--- config.mk ---
export PLATFORM = sky130hd
export DESIGN_NAME = spi_fifo_master
export DESIGN_NICKNAME = d
export VERILOG_FILES = /design/src/rtl/spi_fifo_master_pkg.sv /design/src/rtl/spi_byte_fifo.sv /design/src/rtl/spi_shift_engine.sv /design/src/rtl/spi_fifo_master.sv
export SDC_FILE = /design/constraint.sdc
export NUM_CORES = 1
export LEC_CHECK = 0
export BUFFER_PORTS_ARGS = -buffer_cell sky130_fd_sc_hd__buf_2
export CAP_MARGIN = 20
export CORE_AREA = 2 2 245 247
export CTS_BUF_LIST = sky130_fd_sc_hd__clkbuf_16
export CTS_CLUSTER_DIAMETER = 80
export CTS_CLUSTER_SIZE = 20
export DETAILED_ROUTE_END_ITERATION = 8
export DIE_AREA = 0 0 247 249
export HOLD_SLACK_MARGIN = 0.03
export PLACE_DENSITY = 0.41
export SLEW_MARGIN = 25
export SYNTH_ARGS = -nofsm -noshare
export SYNTH_HDL_FRONTEND = slang
export SYNTH_HIERARCHICAL = 1
export SYNTH_SLANG_ARGS = --single-unit
--- constraint.sdc ---
create_clock -name clk -period 5 [get_ports clk]
set_input_delay 0.75 -clock clk [delete_from_list [all_inputs] [get_ports clk]]
set_output_delay 0.75 -clock clk [all_outputs]
set_load 0.01 [all_outputs]
--- src/rtl/spi_fifo_master_pkg.sv ---
// Shared constants for the register-mapped SPI master: word size,
// register offsets and control bit positions.
package spi_fifo_master_pkg;
    localparam int WORD_W = 8;

    localparam logic [7:0] OFS_GIE    = 8'h1C;
    localparam logic [7:0] OFS_ISR    = 8'h20;
    localparam logic [7:0] OFS_IER    = 8'h28;
    localparam logic [7:0] OFS_CTRL   = 8'h60;
    localparam logic [7:0] OFS_STAT   = 8'h64;
    localparam logic [7:0] OFS_TXD    = 8'h68;
    localparam logic [7:0] OFS_RXD    = 8'h6C;
    localparam logic [7:0] OFS_SSEL   = 8'h70;
    localparam logic [7:0] OFS_RXOCC  = 8'h74;

    localparam int CB_EN     = 1;
    localparam int CB_MASTER = 2;
    localparam int CB_CPOL   = 3;
    localparam int CB_CPHA   = 4;
    localparam int CB_TXRST  = 5;
    localparam int CB_RXRST  = 6;
    localparam int CB_MANSS  = 7;
    localparam int CB_INHIB  = 8;
    localparam int GIE_BIT   = 31;
endpackage

--- src/rtl/spi_byte_fifo.sv ---
// Synchronous first-in first-out queue of WIDTH-bit entries.
// Assumes DEPTH is a power of two. A push while full and a pop while
// empty are ignored. clr empties the queue in one cycle.
module spi_byte_fifo #(
    parameter int WIDTH = 8,
    parameter int DEPTH = 16
) (
    input  logic             clk,
    input  logic             rst_n,
    input  logic             clr,
    input  logic             push,
    input  logic [WIDTH-1:0] din,
    input  logic             pop,
    output logic [WIDTH-1:0] dout,
    output logic [$clog2(DEPTH+1)-1:0] count,
    output logic             empty,
    output logic             full
);
    localparam int AW = (DEPTH > 1) ? $clog2(DEPTH) : 1;
    localparam int CW = $clog2(DEPTH+1);

    logic [WIDTH-1:0] mem [DEPTH];
    logic [AW-1:0]    wr_ptr, rd_ptr;
    logic             do_push, do_pop;

    assign empty   = (count == '0);
    assign full    = (count == CW'(DEPTH));
    assign do_push = push && !full && !clr;
    assign do_pop  = pop && !empty && !clr;
    assign dout    = mem[rd_ptr];

    // Storage write for accepted pushes.
    always_ff @(posedge clk) begin
        if (do_push) mem[wr_ptr] <= din;
    end

    // Pointer and occupancy bookkeeping.
    always_ff @(posedge clk) begin
        if (!rst_n || clr) begin
            wr_ptr <= '0;
            rd_ptr <= '0;
            count  <= '0;
        end else begin
            if (do_push) wr_ptr <= wr_ptr + 1'b1;
            if (do_pop)  rd_ptr <= rd_ptr + 1'b1;
            if (do_push && !do_pop)      count <= count + 1'b1;
            else if (do_pop && !do_push) count <= count - 1'b1;
        end
    end

    AST_NO_OVERFLOW: assert property (@(posedge clk) disable iff (!rst_n)
        count <= CW'(DEPTH));
    AST_FLAGS_EXCL: assert property (@(posedge clk) disable iff (!rst_n)
        !(empty && full));
endmodule

--- src/rtl/spi_shift_engine.sv ---
// Shifts one WORD_W-bit word per request on a single lane, MSB first.
// A word starts when go is high while idle; the head byte is taken and
// popped in that cycle. CPOL/CPHA are latched at the start of each word.
// Assumes CLK_DIV is even and at least 2.
module spi_shift_engine #(
    parameter int CLK_DIV = 4
) (
    input  logic       clk,
    input  logic       rst_n,
    input  logic       go,
    input  logic       cpol,
    input  logic       cpha,
    input  logic [spi_fifo_master_pkg::WORD_W-1:0] tx_byte,
    output logic       tx_pop,
    output logic       done,
    output logic [spi_fifo_master_pkg::WORD_W-1:0] rx_byte,
    output logic       busy,
    output logic       sck,
    output logic       mosi,
    input  logic       miso
);
    import spi_fifo_master_pkg::*;
    localparam int HALF = CLK_DIV / 2;
    localparam int DW   = (HALF > 1) ? $clog2(HALF) : 1;
    localparam int NEDG = 2 * WORD_W;
    localparam int ECW  = $clog2(NEDG);
    localparam logic [DW-1:0]  HALF_M1 = DW'(HALF - 1);
    localparam logic [ECW-1:0] EDGE_LAST = ECW'(NEDG - 1);

    logic [DW-1:0]     div_cnt;
    logic [ECW-1:0]    edge_cnt;
    logic [WORD_W-1:0] sh, rx, rx_next;
    logic              mosi_q, sck_q, cpol_q, cpha_q;
    logic              edge_now, leading, sample;

    assign edge_now = busy && (div_cnt == '0);
    assign leading  = !edge_cnt[0];
    assign sample   = leading ^ cpha_q;
    assign rx_next  = {rx[WORD_W-2:0], miso};
    assign tx_pop   = !busy && go;
    assign done     = edge_now && (edge_cnt == EDGE_LAST);
    assign rx_byte  = sample ? rx_next : rx;
    assign sck      = busy ? sck_q : cpol;
    assign mosi     = mosi_q;

    // Word sequencer: load, half-period timing, edge-wise shift and sample.
    always_ff @(posedge clk) begin
        if (!rst_n) begin
            busy     <= 1'b0;
            div_cnt  <= '0;
            edge_cnt <= '0;
            sh       <= '0;
            rx       <= '0;
            mosi_q   <= 1'b0;
            sck_q    <= 1'b0;
            cpol_q   <= 1'b0;
            cpha_q   <= 1'b0;
        end else if (!busy) begin
            if (go) begin
                busy     <= 1'b1;
                div_cnt  <= HALF_M1;
                edge_cnt <= '0;
                sck_q    <= cpol;
                cpol_q   <= cpol;
                cpha_q   <= cpha;
                if (cpha) begin
                    sh <= tx_byte;
                end else begin
                    sh     <= {tx_byte[WORD_W-2:0], 1'b0};
                    mosi_q <= tx_byte[WORD_W-1];
                end
            end
        end else if (edge_now) begin
            div_cnt  <= HALF_M1;
            sck_q    <= !sck_q;
            edge_cnt <= edge_cnt + 1'b1;
            if (sample) begin
                rx <= rx_next;
            end else begin
                mosi_q <= sh[WORD_W-1];
                sh     <= {sh[WORD_W-2:0], 1'b0};
            end
            if (edge_cnt == EDGE_LAST) busy <= 1'b0;
        end else begin
            div_cnt <= div_cnt - 1'b1;
        end
    end

    AST_START_FROM_GO: assert property (@(posedge clk) disable iff (!rst_n)
        $rose(busy) |-> $past(go));
    AST_SCK_BEFORE_LAST: assert property (@(posedge clk) disable iff (!rst_n)
        done |-> (sck_q != cpol_q));
endmodule

--- src/rtl/spi_fifo_master.sv ---
// Register-mapped SPI master: register file, transmit and receive
// queues, slave-select control and interrupt logic around one shift
// engine. Assumes single-cycle bus strobes; reads are combinational and
// only a strobed read of the receive data register has a side effect.
module spi_fifo_master #(
    parameter int FIFO_DEPTH = 16,
    parameter int CLK_DIV    = 4,
    parameter int NUM_SS     = 1
) (
    input  logic              clk,
    input  logic              rst_n,
    input  logic              bus_wr,
    input  logic              bus_rd,
    input  logic [7:0]        bus_addr,
    input  logic [31:0]       bus_wdata,
    output logic [31:0]       bus_rdata,
    output logic              irq,
    output logic              sck,
    output logic              mosi,
    input  logic              miso,
    output logic [NUM_SS-1:0] ss_n
);
    import spi_fifo_master_pkg::*;
    localparam int CW = $clog2(FIFO_DEPTH+1);

    logic              en_q, master_q, cpol_q, cpha_q, manss_q, inhib_q;
    logic              gie_q, ier_q, isr_q;
    logic [NUM_SS-1:0] ssel_q;

    logic              wr_ctrl, wr_txd, tx_clr, rx_clr, rx_pop;
    logic              tx_pop, tx_empty, tx_full, rx_empty, rx_full;
    logic [WORD_W-1:0] tx_head, rx_head, eng_rx;
    logic [CW-1:0]     tx_count, rx_count;
    logic              go, eng_done, eng_busy;
    logic [31:0]       occ_word;

    assign wr_ctrl = bus_wr && (bus_addr == OFS_CTRL);
    assign wr_txd  = bus_wr && (bus_addr == OFS_TXD);
    assign tx_clr  = wr_ctrl && bus_wdata[CB_TXRST];
    assign rx_clr  = wr_ctrl && bus_wdata[CB_RXRST];
    assign rx_pop  = bus_rd && (bus_addr == OFS_RXD);
    assign go      = en_q && master_q && !inhib_q && !tx_empty;

    spi_byte_fifo #(.WIDTH(WORD_W), .DEPTH(FIFO_DEPTH)) i_tx_fifo (
        .clk(clk), .rst_n(rst_n), .clr(tx_clr),
        .push(wr_txd), .din(bus_wdata[WORD_W-1:0]),
        .pop(tx_pop), .dout(tx_head), .count(tx_count),
        .empty(tx_empty), .full(tx_full)
    );

    spi_byte_fifo #(.WIDTH(WORD_W), .DEPTH(FIFO_DEPTH)) i_rx_fifo (
        .clk(clk), .rst_n(rst_n), .clr(rx_clr),
        .push(eng_done), .din(eng_rx),
        .pop(rx_pop), .dout(rx_head), .count(rx_count),
        .empty(rx_empty), .full(rx_full)
    );

    spi_shift_engine #(.CLK_DIV(CLK_DIV)) i_engine (
        .clk(clk), .rst_n(rst_n), .go(go),
        .cpol(cpol_q), .cpha(cpha_q),
        .tx_byte(tx_head), .tx_pop(tx_pop),
        .done(eng_done), .rx_byte(eng_rx), .busy(eng_busy),
        .sck(sck), .mosi(mosi), .miso(miso)
    );

    // Control, enable and slave-select registers.
    always_ff @(posedge clk) begin
        if (!rst_n) begin
            en_q     <= 1'b0;
            master_q <= 1'b0;
            cpol_q   <= 1'b0;
            cpha_q   <= 1'b0;
            manss_q  <= 1'b1;
            inhib_q  <= 1'b1;
            gie_q    <= 1'b0;
            ier_q    <= 1'b0;
            ssel_q   <= '1;
        end else if (bus_wr) begin
            case (bus_addr)
                OFS_CTRL: begin
                    en_q     <= bus_wdata[CB_EN];
                    master_q <= bus_wdata[CB_MASTER];
                    cpol_q   <= bus_wdata[CB_CPOL];
                    cpha_q   <= bus_wdata[CB_CPHA];
                    manss_q  <= bus_wdata[CB_MANSS];
                    inhib_q  <= bus_wdata[CB_INHIB];
                end
                OFS_GIE:  gie_q  <= bus_wdata[GIE_BIT];
                OFS_IER:  ier_q  <= bus_wdata[0];
                OFS_SSEL: ssel_q <= bus_wdata[NUM_SS-1:0];
                default: ;
            endcase
        end
    end

    // Interrupt status: set on a word ending with the queue drained, write-one-to-clear.
    always_ff @(posedge clk) begin
        if (!rst_n)
            isr_q <= 1'b0;
        else if (eng_done && tx_empty)
            isr_q <= 1'b1;
        else if (bus_wr && (bus_addr == OFS_ISR) && bus_wdata[0])
            isr_q <= 1'b0;
    end

    // Interrupt line and slave-select drive.
    always_comb begin
        irq  = gie_q && ier_q && isr_q;
        ss_n = (manss_q || eng_busy || go) ? ssel_q : '1;
    end

    assign occ_word = rx_empty ? 32'd0 : 32'(rx_count) - 32'd1;

    // Register read multiplexer.
    always_comb begin
        bus_rdata = '0;
        case (bus_addr)
            OFS_GIE:   bus_rdata[GIE_BIT] = gie_q;
            OFS_ISR:   bus_rdata[0] = isr_q;
            OFS_IER:   bus_rdata[0] = ier_q;
            OFS_CTRL: begin
                bus_rdata[CB_EN]     = en_q;
                bus_rdata[CB_MASTER] = master_q;
                bus_rdata[CB_CPOL]   = cpol_q;
                bus_rdata[CB_CPHA]   = cpha_q;
                bus_rdata[CB_MANSS]  = manss_q;
                bus_rdata[CB_INHIB]  = inhib_q;
            end
            OFS_STAT:  bus_rdata[3:0] = {tx_full, tx_empty, rx_full, rx_empty};
            OFS_RXD:   bus_rdata[WORD_W-1:0] = rx_empty ? '0 : rx_head;
            OFS_SSEL:  bus_rdata[NUM_SS-1:0] = ssel_q;
            OFS_RXOCC: bus_rdata = occ_word;
            default: ;
        endcase
    end

    logic unused_bits;
    assign unused_bits = ^{tx_count, bus_wdata};

    AST_NO_POP_EMPTY: assert property (@(posedge clk) disable iff (!rst_n)
        tx_pop |-> !tx_empty);
    AST_ISR_CAUSE: assert property (@(posedge clk) disable iff (!rst_n)
        $rose(isr_q) |-> $past(tx_empty));
endmodule

==> metrics.yaml <==
floorplan:
  dieArea_sq_mm: 0.06150
  dieWidth_um: 247
  fp.dieH_um: 249
  core_area_sq_mm: 0.05869
  io_pins: 81
  initial_core_util: 0.2387
  rows: 89
drt:
  wl_per_cell_um: 19.41
  drc_errors: 0
  drtPass1Iterations: 5
  wl_um: 33830
  routed_via_density: 4.368
  ant_nets: 0
  vias: 7613
  initialDrtViolationCount: 406
yosys:
  ys_ff_latch: 325
  netlist_area_sq_mm: 0.01401
  syn_avg_cell_area_sq_um: 15.36
  ys_types: 72
  syn-num-nets: 979
  synth-seq-area-share: 0.6474
  synth_common_cells: "256 x edfxtp_1, 70 x nand2_1, 69 x dfxtp_1"
  synth_top_area_cell: "edfxtp_1"
  synth_ff_type: "edfxtp_1"
  synthCells: 912
  synthArstFlopShare: 0
  synth_warnings: 6
  synth_area_leaders: "edfxtp_1 55%, mux4_2 10%, dfxtp_1 9.9%"
  synth_top_area_share: 0.5488
  synth-edff-count: 256
  synth_most_common_cell: "edfxtp_1"
setup_path:
  reg2reg_depth: 15
  critical_path_class: "reg2out"
  worstReg2RegEnd: "i_tx_fifo/count[4]"
  cp_slowest_cell: "dfxtp_2"
  cp.arrival_ns: 3.14
  worstPathCellList: "mux4_2, a22oi_1, nand2_1, a221o_1, buf_2"
  slowest_delay_ns: 0.89
  start_kind: "flip-flop"
  worst-path-max-fanout: 22
  reg2reg_from: "i_tx_fifo/count[0]"
  ff2ff_setup_slack_ns: 1.51
  cp.required_ns: 4.25
  worst_setup_path_end_kind: "primary output"
place:
  port_buffers: 58
  pre_cts_ws_ns: 0.7375
  post-dp-hpwl_um: 22520
  gp_congestion: 0.7516
  dp.cells: 1700
sta:
  fin_skew_ns: 0.02900
  whs_ns: 0.4602
  setup_viol: 0
  period_minus_slack_ns: 3.890
  drv_slew: 0
  worst-slew-pin-transition_ns: 0.9441
  fin_ws_ns: 1.110
  rsz0062_at_grt: "false"
  timing.final.crit_share: 0.7780
  hold_viol: 0
  setup_tns_ns: 0
  fmax_ghz: 0.2571
  slew_headroom: 0.3683
status:
  status: "finished clean"
hold_path:
  hold_start: "i_engine/sh[3]"
  whs_path_depth: 2
  hold_path_class: "reg2reg"
  min_to: "i_engine/sh[3]"
cts:
  htreeDepth: 1
  insertion_delay_ns: 0.55
  cts_root_buf: "clkbuf_16"
  post-cts-setup-buffers: 0
  cts_resized: 0
  cts_tree: "done"
  cts.path.max_buffers: 3
  hold_buffers: 0
  path_clk_slew_ns: 0.08
  cts_buffers: 22
  cts_sinks: 325
power_and_ir_drop:
  power.switching_w: 0.001003
  clockPowerShare: 0.393
  p_int_w: 0.003862
  p_seq_frac: 0.594
  report.power.total_w: 0.004865
  netSwitchingFraction: 0.2062
  vdd_drop_max_mv: 0.2136
  p_leak_nw: 5.330
  powerDensity_mw_per_mm2: 308.5
  p_comb_frac: 0.013
grt:
  grt_pass1_vias: 7689
  antenna_found_initial: 2
  grt_usage: 0.1094
  grt_pass1_wl_um: 50200
  grt_start_max_net_pins: 33
  gr-total-overflow: 0
layout:
  final_cells: 1743
  drive_above_1_share: 0.2265
  areaGrowthSynthToFinish_pct: 12.59
  nFillCells: 5936
  multi_input_area_sq_mm: 0.004493
  layout.nets: 1018
  seqCellArea_sq_mm: 0.009072
flow_run:
  max_cap_violations: 0
through the flow:
step	instance area, sq um	utilization
6_report	15770	0.2687
3_5_place_dp	15030	0.2561
3_3_place_gp	15030	0.2561
2_1_floorplan	14010	-
4_1_cts	15760	0.2686
5_1_grt	15760	0.2686
worst max path at each step:
stage	end	slack, ns	cells past startpoint
3_3_place_gp	i_rx_fifo/count[4]	0.80	12
2_1_floorplan	i_tx_fifo/count[4]	1.58	11
3_5_place_dp	i_rx_fifo/count[4]	0.74	12
4_1_cts	bus_rdata[0]	1.0	6
6_report	bus_rdata[7]	1.11	5
5_1_grt	bus_rdata[0]	0.90	6
cell type report:
| type | count | share of cell area |
|---|---|---|
| diodes | 3 | 0.0004760 |
| clock buffers | 23 | 0.03650 |
| clock inverters | 17 | 0.009997 |
| inverters | 15 | 0.003570 |
| multi-input cells | 509 | 0.2849 |
| flip-flops and latches | 325 | 0.5753 |
| well taps | 773 | 0.06133 |
| repair buffers | 78 | 0.02793 |
power by group through the flow:
stage,registers [W],clock network [W],logic [W]
after floorplan,0.00295,0,0.0000213
after global placement,0.00295,0,0.0000629
after detailed placement,0.00295,0,0.0000634
after CTS,0.00289,0.00199,0.0000638
after global routing,0.00289,0.00208,0.0000693
final,0.00289,0.00191,0.0000629
cell families after synthesis:
kind of cell / share of synthesized area
DFF: 0.6474
and+or+nand+nor: 0.09459
AOI/OAI and AO/OA: 0.06476
muxes: 0.1251
buffers and inverters: 0.03260
adders and majority gates: 0.02072
xor gates and xnor gates: 0.01474
flip-flops by register name, summed over array words and instances (netlist names), 5 cells and up, named ones only:
name	count
i_engine/sh	8
i_tx_fifo/count	5
i_rx_fifo/mem	128
i_tx_fifo/mem	128
i_engine/rx	8
i_rx_fifo/count	5
worst max-delay path, delay by kind of cell, from the launching register on:
kind / cells / cell delay [ns]
buf+inv: 1 / 0.17
mux: 1 / 0.60
flops: 1 / 0.89
compound gates: 2 / 0.75
simple gates: 1 / 0.17
per-layer routing:
| metal | vias to the layer above | GRT usage | wire [um] |
|---|---|---|---|
| met5 | - | 0 | 0 |
| met4 | 0 | 0.02960 | 692 |
| met3 | 35 | 0.01153 | 1123 |
| met2 | 146 | 0.1688 | 15120 |
| met1 | 3873 | 0.1622 | 16890 |
| li1 | 3559 | - | - |
layout by cell type, fill, tap and decap left out, types with 15 or more instances in the layout:
master,count
buf_4,20
nand2b_1,18
edfxtp_1,256
buf_2,58
mux2i_1,21
ha_1,20
inv_1,25
nand2_1,70
a22oi_1,36
a21oi_1,22
nor3_1,15
clkbuf_16,23
o211ai_1,18
dfxtp_1,66
nor2_1,68
mux4_2,64
(Power assumes the default switching activity.)
